==> config.mk <==
export PLATFORM = sky130hd
export DESIGN_NAME = i2c_rate_search
export DESIGN_NICKNAME = d
export VERILOG_FILES = /design/src/rtl/rate_search_pkg.sv /design/src/rtl/rate_div_restoring.sv /design/src/rtl/rate_cand_eval.sv /design/src/rtl/i2c_rate_search.sv
export SDC_FILE = /design/constraint.sdc
export NUM_CORES = 1
export LEC_CHECK = 0
export BUFFER_PORTS_ARGS = -buffer_cell sky130_fd_sc_hd__buf_2
export CAP_MARGIN = 20
export CORE_ASPECT_RATIO = 0.8
export CORE_MARGIN = 10
export CORE_UTILIZATION = 40
export CTS_BUF_LIST = sky130_fd_sc_hd__clkbuf_4 sky130_fd_sc_hd__clkbuf_8 sky130_fd_sc_hd__clkbuf_16
export CTS_CLUSTER_SIZE = 16
export DETAILED_ROUTE_END_ITERATION = 12
export HOLD_SLACK_MARGIN = 0.06
export SYNTH_ARGS = -nofsm -noshare
export SYNTH_HDL_FRONTEND = slang
export SYNTH_SLANG_ARGS = --single-unit
==> constraint.sdc <==
create_clock -name clk -period 15.01 [get_ports clk]
set_clock_uncertainty 0.15 [all_clocks]
set_input_delay 0.7505 -clock clk [delete_from_list [all_inputs] [get_ports clk]]
set_output_delay 0.7505 -clock clk [all_outputs]
set_load 0.005 [all_outputs]
==> src/rtl/rate_search_pkg.sv <==
`timescale 1ns/1ps
package rate_search_pkg;

    typedef enum logic [2:0] {
        ST_IDLE,
        ST_OPT,
        ST_STEP_GO,
        ST_STEP,
        ST_VERIFY,
        ST_FINISH
    } srch_state_t;

endpackage

==> src/rtl/rate_div_restoring.sv <==
`timescale 1ns/1ps
module rate_div_restoring #(
    parameter int W = 32
) (
    input  logic         clk,
    input  logic         rst_n,
    input  logic         go,
    input  logic [W-1:0] dividend,
    input  logic [W-1:0] divisor,
    output logic         done,
    output logic [W-1:0] quot,
    output logic [W-1:0] rem
);
    localparam int CW = $clog2(W + 1);
    localparam int DW = 2 * W;

    logic [W-1:0]  q_r;
    logic [W-1:0]  p_r;
    logic [W-1:0]  dvs_r;
    logic [W-1:0]  dnd_r;
    logic [CW-1:0] cnt_r;
    logic          run_r;
    logic [W:0]    shifted;
    logic          take;

    assign shifted = {p_r, q_r[W-1]};
    assign take    = shifted >= {1'b0, dvs_r};

    always_ff @(posedge clk or negedge rst_n) begin
        if (!rst_n) begin
            q_r   <= '0;
            p_r   <= '0;
            dvs_r <= '0;
            dnd_r <= '0;
            cnt_r <= '0;
            run_r <= 1'b0;
            done  <= 1'b0;
        end else begin
            done <= 1'b0;
            if (go && !run_r) begin
                q_r   <= dividend;
                p_r   <= '0;
                dvs_r <= divisor;
                dnd_r <= dividend;
                cnt_r <= CW'(W);
                run_r <= 1'b1;
            end else if (run_r) begin
                q_r   <= {q_r[W-2:0], take};
                p_r   <= take ? W'(shifted - {1'b0, dvs_r}) : shifted[W-1:0];
                cnt_r <= cnt_r - CW'(1);
                if (cnt_r == CW'(1)) begin
                    run_r <= 1'b0;
                    done  <= 1'b1;
                end
            end
        end
    end

    assign quot = q_r;
    assign rem  = p_r;

    // the divider result satisfies quotient*divisor + remainder = dividend
    assert_div_exact_R5: assert property (@(posedge clk) disable iff (!rst_n)
        (done && dvs_r != '0) |->
            (DW'(quot) * DW'(dvs_r) + DW'(rem) == DW'(dnd_r)) && (rem < dvs_r));

endmodule

==> src/rtl/rate_cand_eval.sv <==
`timescale 1ns/1ps
module rate_cand_eval #(
    parameter int W       = 32,
    parameter int CNT_W   = 4,
    parameter int CSTEP_W = 7,
    parameter int PROD_W  = 10
) (
    input  logic [W-1:0]       quot,
    input  logic [W-1:0]       rem,
    input  logic [CNT_W-1:0]   samp,
    input  logic [CSTEP_W-1:0] max_step,
    input  logic [PROD_W-1:0]  best_prod,
    output logic [CSTEP_W-1:0] step,
    output logic [PROD_W-1:0]  prod,
    output logic               fits,
    output logic               better
);
    logic [W:0] step_full;

    always_comb begin
        step_full = {1'b0, quot} + (W+1)'(rem != '0);
        fits      = step_full <= (W+1)'(max_step);
        step      = step_full[CSTEP_W-1:0];
        prod      = PROD_W'(step) * PROD_W'(samp);
        better    = fits && (prod < best_prod);
    end

endmodule

==> src/rtl/i2c_rate_search.sv <==
`timescale 1ns/1ps
module i2c_rate_search
    import rate_search_pkg::*;
#(
    parameter int FREQ_W        = 32,
    parameter int SAMPLE_MAX    = 8,
    parameter int STEP_MAX_STD  = 64,
    parameter int STEP_MAX_HS   = 8,
    parameter int FAST_LIMIT_HZ = 400000,
    parameter int HS_LIMIT_HZ   = 3400000
) (
    input  logic                            clk,
    input  logic                            rst_n,
    input  logic                            start,
    input  logic [FREQ_W-1:0]               src_hz,
    input  logic [FREQ_W-1:0]               bus_hz,
    input  logic                            code_phase,
    output logic                            done,
    output logic                            no_fit,
    output logic [$clog2(SAMPLE_MAX)-1:0]   sample_m1,
    output logic [$clog2(STEP_MAX_STD)-1:0] step_m1
);
    localparam int SAMP_W  = $clog2(SAMPLE_MAX);
    localparam int STEP_W  = $clog2(STEP_MAX_STD);
    localparam int CNT_W   = $clog2(SAMPLE_MAX + 1);
    localparam int CSTEP_W = $clog2(STEP_MAX_STD + 1);
    localparam int PROD_W  = $clog2(SAMPLE_MAX * STEP_MAX_STD + 1);
    localparam int VW      = FREQ_W + PROD_W + 2;

    srch_state_t state_q, state_d;

    logic [FREQ_W-1:0]  src_q, teff_q, opt_q;
    logic               hs_q;
    logic [CNT_W-1:0]   s_cur, best_s;
    logic [CSTEP_W-1:0] best_t;
    logic [PROD_W-1:0]  best_prod;

    logic [FREQ_W-1:0]  teff_in;
    logic               hs_in;
    logic [CSTEP_W-1:0] max_step_in, max_step_q;
    logic               launch_ok, zero_req;

    logic               div_go, div_done;
    logic [FREQ_W-1:0]  div_dividend, div_divisor, div_q, div_r;
    logic [FREQ_W-1:0]  opt_ceil, opt_fix;

    logic [CSTEP_W-1:0] cand_step;
    logic [PROD_W-1:0]  cand_prod;
    logic               cand_fits, cand_better;
    logic               exact, last_samp;
    logic [VW-1:0]      verify_rhs;
    logic               too_fast;

    // effective target, limit selection and launch decode
    always_comb begin
        if (code_phase)
            teff_in = FREQ_W'(FAST_LIMIT_HZ);
        else if (bus_hz > FREQ_W'(HS_LIMIT_HZ))
            teff_in = FREQ_W'(HS_LIMIT_HZ);
        else
            teff_in = bus_hz;
        hs_in       = teff_in > FREQ_W'(FAST_LIMIT_HZ);
        max_step_in = hs_in ? CSTEP_W'(STEP_MAX_HS) : CSTEP_W'(STEP_MAX_STD);
        max_step_q  = hs_q  ? CSTEP_W'(STEP_MAX_HS) : CSTEP_W'(STEP_MAX_STD);
        launch_ok   = (state_q == ST_IDLE) && start && (teff_in != '0);
        zero_req    = (state_q == ST_IDLE) && start && (teff_in == '0);
    end

    // shared divider: ideal divider first, then one run per candidate
    always_comb begin
        div_go       = launch_ok || (state_q == ST_STEP_GO);
        div_dividend = (state_q == ST_IDLE) ? (src_hz >> 1) : opt_q;
        div_divisor  = (state_q == ST_IDLE) ? teff_in : FREQ_W'(s_cur);
        opt_ceil     = div_q + FREQ_W'(div_r != '0);
        opt_fix      = (opt_ceil == '0) ? FREQ_W'(1) : opt_ceil;
    end

    rate_div_restoring #(.W(FREQ_W)) u_div (
        .clk      (clk),
        .rst_n    (rst_n),
        .go       (div_go),
        .dividend (div_dividend),
        .divisor  (div_divisor),
        .done     (div_done),
        .quot     (div_q),
        .rem      (div_r)
    );

    rate_cand_eval #(
        .W       (FREQ_W),
        .CNT_W   (CNT_W),
        .CSTEP_W (CSTEP_W),
        .PROD_W  (PROD_W)
    ) u_eval (
        .quot      (div_q),
        .rem       (div_r),
        .samp      (s_cur),
        .max_step  (max_step_q),
        .best_prod (best_prod),
        .step      (cand_step),
        .prod      (cand_prod),
        .fits      (cand_fits),
        .better    (cand_better)
    );

    always_comb begin
        exact      = cand_better && (FREQ_W'(cand_prod) == opt_q);
        last_samp  = (s_cur == CNT_W'(SAMPLE_MAX));
        verify_rhs = VW'(2) * VW'(best_s) * VW'(best_t) * (VW'(teff_q) + VW'(1));
        too_fast   = VW'(src_q) >= verify_rhs;
    end

    // state register
    always_ff @(posedge clk or negedge rst_n) begin
        if (!rst_n) state_q <= ST_IDLE;
        else        state_q <= state_d;
    end

    // next-state decode
    always_comb begin
        state_d = state_q;
        unique case (state_q)
            ST_IDLE: begin
                if (launch_ok)     state_d = ST_OPT;
                else if (zero_req) state_d = ST_FINISH;
            end
            ST_OPT:     if (div_done) state_d = ST_STEP_GO;
            ST_STEP_GO: state_d = ST_STEP;
            ST_STEP: begin
                if (div_done)
                    state_d = (exact || last_samp) ? ST_VERIFY : ST_STEP_GO;
            end
            ST_VERIFY:  state_d = ST_FINISH;
            ST_FINISH:  state_d = ST_IDLE;
            default:    state_d = ST_IDLE;
        endcase
    end

    // search datapath
    always_ff @(posedge clk or negedge rst_n) begin
        if (!rst_n) begin
            src_q     <= '0;
            teff_q    <= '0;
            hs_q      <= 1'b0;
            opt_q     <= '0;
            s_cur     <= '0;
            best_s    <= '0;
            best_t    <= '0;
            best_prod <= '0;
        end else begin
            unique case (state_q)
                ST_IDLE: begin
                    if (launch_ok) begin
                        src_q     <= src_hz;
                        teff_q    <= teff_in;
                        hs_q      <= hs_in;
                        best_prod <= PROD_W'(SAMPLE_MAX) * PROD_W'(max_step_in);
                        best_s    <= CNT_W'(SAMPLE_MAX);
                        best_t    <= max_step_in;
                    end
                end
                ST_OPT: begin
                    if (div_done) begin
                        opt_q <= opt_fix;
                        s_cur <= CNT_W'(1);
                    end
                end
                ST_STEP: begin
                    if (div_done) begin
                        if (cand_better) begin
                            best_prod <= cand_prod;
                            best_s    <= s_cur;
                            best_t    <= cand_step;
                        end
                        s_cur <= s_cur + CNT_W'(1);
                    end
                end
                default: ;
            endcase
        end
    end

    // outputs
    always_ff @(posedge clk or negedge rst_n) begin
        if (!rst_n) begin
            no_fit    <= 1'b0;
            sample_m1 <= '0;
            step_m1   <= '0;
        end else if (zero_req) begin
            no_fit    <= 1'b1;
            sample_m1 <= '0;
            step_m1   <= '0;
        end else if (state_q == ST_VERIFY) begin
            if (too_fast) begin
                no_fit    <= 1'b1;
                sample_m1 <= '0;
                step_m1   <= '0;
            end else begin
                no_fit    <= 1'b0;
                sample_m1 <= SAMP_W'(best_s - CNT_W'(1));
                step_m1   <= STEP_W'(best_t - CSTEP_W'(1));
            end
        end
    end

    assign done = (state_q == ST_FINISH);

    // completion is a single-cycle pulse
    assert_done_single_R10: assert property (@(posedge clk) disable iff (!rst_n)
        done |=> !done);

    // a failed search leaves both fields at zero
    assert_fail_fields_zero_R8: assert property (@(posedge clk) disable iff (!rst_n)
        no_fit |-> (sample_m1 == '0 && step_m1 == '0));

    // candidates stay inside the sample range
    assert_samp_range_R5: assert property (@(posedge clk) disable iff (!rst_n)
        (state_q == ST_STEP_GO || state_q == ST_STEP) |->
            (s_cur >= CNT_W'(1) && s_cur <= CNT_W'(SAMPLE_MAX)));

    // the best product never grows while judging candidates
    assert_best_monotone_R5: assert property (@(posedge clk) disable iff (!rst_n)
        (state_q == ST_STEP && div_done) |=> (best_prod <= $past(best_prod)));

    // the chosen step never exceeds the limit for the latched target
    assert_step_limit_R4: assert property (@(posedge clk) disable iff (!rst_n)
        (state_q == ST_VERIFY) |-> (best_t <= max_step_q && best_t != '0));

    // the latched target never exceeds the high-speed ceiling
    assert_teff_clamp_R2: assert property (@(posedge clk) disable iff (!rst_n)
        (state_q != ST_IDLE) |-> (teff_q <= FREQ_W'(HS_LIMIT_HZ)));

    // operands cannot be reloaded while busy
    assert_busy_holds_R11: assert property (@(posedge clk) disable iff (!rst_n)
        (state_q != ST_IDLE) |=> ($stable(src_q) && $stable(teff_q)));

endmodule

==> flow_summary.yaml <==
logic_synthesis:
  synth-edff-count: 0
  synth_cells: 3257
  ys_seq_area_frac: 0.220
  synth_nets: 3813
  synth.distinct_cells: 72
  ys_ff_latch: 239
  yosys_warnings: 0
  synth-async-reset-ratio: 1.00
  synth_area_per_cell_um2: 8.36
  ys.flop_type: "dfrtp_1"
  synthesis.area_mm2: 0.0272
sta:
  min_period_ns: 12.01
  post-route-period-util: 0.800
  fmax_mhz: 83.3
  slew_headroom: 0.283
  tns_ns: 0
  fin_ws_ns: 3.00
  setup_viol: 0
  slew_violations: 0
  finalHoldViolations: 0
  fin_hold_ws_ns: 0.0516
  tightest_slew_ns: 1.07
  rsz0062_at_grt: "false"
place:
  dp_hpwl_um: 59800
  place_ws_ns: 3.02
  gp_congestion: 0.894
  dp_cells: 4124
  placed_cell_area_mm2: 0.0285
  portBuffers: 78
setup_path:
  r2r-start: "best_t[2]"
  rrSetupSlack_ns: 3.00
  cp_max_fo: 13
  critical_path_class: "flop to flop"
  cpMostUsedCell: "fa_1"
  cp_slowest_stage_delay_ns: 0.85
  cp.required_ns: 15.29
  reg2reg_depth: 40
  crit_arrival_ns: 12.29
  setup.worst_path.start_class: "flop"
  reg2reg_to: "step_m1[4]"
  crit_path_end_kind: "flop"
  cp_slowest_cell: "o41ai_2"
power:
  power.total_mw: 4.30
  powerDensity_mw_per_mm2: 145
  ir_worst_vdd_mv: 0.134
  net-switching-power_mw: 1.98
  p_comb_frac: 0.542
  p_int_mw: 2.31
  p_leak_nw: 13.6
  p_clk_frac: 0.182
  p_seq_frac: 0.276
  power_switching_share: 0.462
drt:
  vias: 22000
  routed_wl_um: 76900
  final_antenna_net_count: 0
  drt_iter0_drc: 1826
  viasPerCell: 5.28
  drcViolationCount: 0
  wl_per_cell_um: 18.4
  firstDrtPassIters: 8
grt:
  grt_max_degree: 113
  grt_pass1_vias: 21700
  grt_overflow: 0
  grt_usage: 0.195
  antenna_found_initial: 0
  grt_pass1_wl_um: 125000
floorplan:
  fp.coreArea_mm2: 0.0673
  die_area_mm2: 0.0790
  die_h_um: 253
  die_w_um: 312
  start_util: 0.404
  ios: 79
  placement_rows: 85
layout:
  syn_to_final_growth_pct: 8.69
  multi_input_area_mm2: 0.0194
  nets: 3800
  antennaDiodeCount: 0
  fill_cells: 6694
  final_cells: 4177
  seqCellArea_mm2: 0.00598
  final_area_mm2: 0.0296
  post-route-util: 0.439
  drive_gt1_frac: 0.0650
cts:
  clkSlewWorstSetupHoldPaths_ns: 0.06
  ctsHoldBuffers: 0
  cts_setup_buffers: 0
  cts-buffers-inserted: 29
  cts_root_buffer: "clkbuf_16"
  tritoncts: "yes"
  cts_sinks: 239
  clkLatencyLatePin_ns: 0.59
  cts.path.max_buffers: 3
  h-tree-depth: 1
  ctsResizeCount: 0
run_status:
  outcome: "finished clean"
job:
  maxCapViolCount: 0
hold_path:
  hp-class: "input port to asynchronous set/reset pin"
-- cell families (layout without fill, tap and decap cells) --
logic type      Yosys count  count (layout)  synth area share
fa+ha+maj               488             488             0.306
flops                   239             239             0.220
simple gates           1242            1242             0.208
buf+inv                 521             528            0.0730
compound gates          566             566             0.127
mux                      23              23           0.00933
xor+xnor                178             178            0.0573
-- power by group through the flow --
stage | sequential, mW | clock [mW] | combinational [mW]
2_1_floorplan | 1.05 | 0 | 1.81
3_3_place_gp | 1.19 | 0 | 2.29
3_5_place_dp | 1.19 | 0 | 2.30
4_1_cts | 1.18 | 0.800 | 2.32
5_1_grt | 1.22 | 0.824 | 2.65
6_report | 1.19 | 0.781 | 2.33
-- critical path: cells and delay by family, from the launching register on --
| family | cells | cell delay, ns |
|---|---|---|
| AOI/OAI and AO/OA | 18 | 4.70 |
| buffers and inverters | 3 | 0.16 |
| and+or+nand+nor | 7 | 1.08 |
| adders and majority gates | 10 | 4.68 |
| DFF | 1 | 0.46 |
| xor gates and xnor gates | 2 | 0.58 |
-- flip-flops by register name (all words and copies together) (netlist names), 3 cells and up --
name and count:
state_q 3, step_m1 6, u_div.quot 32, src_q 32
u_div.cnt_r 6, u_div.dvs_r 32, teff_q 32, u_div.rem 32
opt_q 32, best_s 4, s_cur 4, best_t 7
best_prod 10, sample_m1 3
-- metal layers --
layer	GRT usage	routed length, µm	vias up
met4	0.0366	1300	0
met3	0.0267	4870	74
met2	0.292	32700	601
met5	0	0	-
li1	-	-	10600
met1	0.296	38000	10700
-- worst max path at each step --
stage,endpoint,start
final,step_m1[4],best_t[2]
after floorplan,sample_m1[2],best_s[2]
after detailed placement,step_m1[4],best_t[2]
after global placement,sample_m1[2],best_t[2]
after global routing,step_m1[3],best_t[2]
after CTS,step_m1[4],best_t[2]
-- synthesized netlist by cell type, types with 5 or more instances --
| library cell | instances | area share |
|---|---|---|
| nor4_1 | 36 | 0.0083 |
| nor2b_1 | 25 | 0.0057 |
| dfrtp_1 | 239 | 0.22 |
| a21oi_1 | 215 | 0.040 |
| and2_1 | 80 | 0.018 |
| a21boi_0 | 6 | 0.0017 |
| a21o_1 | 41 | 0.011 |
| o22ai_1 | 5 | 0.0011 |
| nor3_1 | 47 | 0.0086 |
| o21ai_0 | 147 | 0.027 |
| o31ai_1 | 15 | 0.0041 |
| inv_1 | 364 | 0.050 |
| o2111ai_1 | 6 | 0.0019 |
| mux2_2 | 7 | 0.0029 |
| or3_1 | 23 | 0.0053 |
| a211oi_1 | 11 | 0.0030 |
| and3_1 | 31 | 0.0071 |
| a22o_1 | 29 | 0.0093 |
| nand2b_1 | 37 | 0.0085 |
| a31oi_1 | 18 | 0.0041 |
| fa_1 | 298 | 0.22 |
| or2_2 | 7 | 0.0016 |
| nand4_1 | 33 | 0.0076 |
| buf_2 | 6 | 0.0011 |
| ha_1 | 190 | 0.087 |
| a32oi_1 | 5 | 0.0016 |
| mux2i_1 | 13 | 0.0048 |
| o211ai_1 | 11 | 0.0030 |
| o21a_1 | 10 | 0.0028 |
| o21bai_1 | 10 | 0.0028 |
| clkbuf_1 | 143 | 0.020 |
| xnor2_1 | 104 | 0.033 |
| a2111oi_0 | 5 | 0.0016 |
| and4_1 | 9 | 0.0029 |
| nand3_1 | 60 | 0.011 |
| nor2_1 | 246 | 0.034 |
| xor2_1 | 74 | 0.024 |
| nand2_1 | 585 | 0.081 |
-- cells in the final DEF (no fill, tap or decap), types with 7 or more instances in the layout --
master / n
nand2_1: 585
inv_1: 364
fa_1: 298
nor2_1: 242
dfrtp_1: 238
a21oi_1: 215
ha_1: 190
o21ai_0: 147
xnor2_1: 98
and2_1: 80
buf_2: 77
xor2_1: 70
nand3_1: 59
nor3_1: 46
a21o_1: 41
nand2b_1: 37
nor4_1: 36
buf_4: 35
nand4_1: 33
and3_1: 31
a22o_1: 29
clkbuf_16: 29
nor2b_1: 25
or3_1: 23
a31oi_1: 17
o31ai_1: 15
mux2i_1: 13
o211ai_1: 11
a211oi_1: 11
o21bai_1: 10
o21a_1: 10
and4_1: 9
or2_2: 7
mux2_2: 7
-- layout make-up --
class	instances	share of cell area
multi-input combinational	2497	0.655
sequential	239	0.202
inverter	364	0.0462
tap	913	0.0386
clock buffer	37	0.0274
timing repair buffer	113	0.0224
clock inverter	14	0.00804
(Power assumes the default switching activity.)
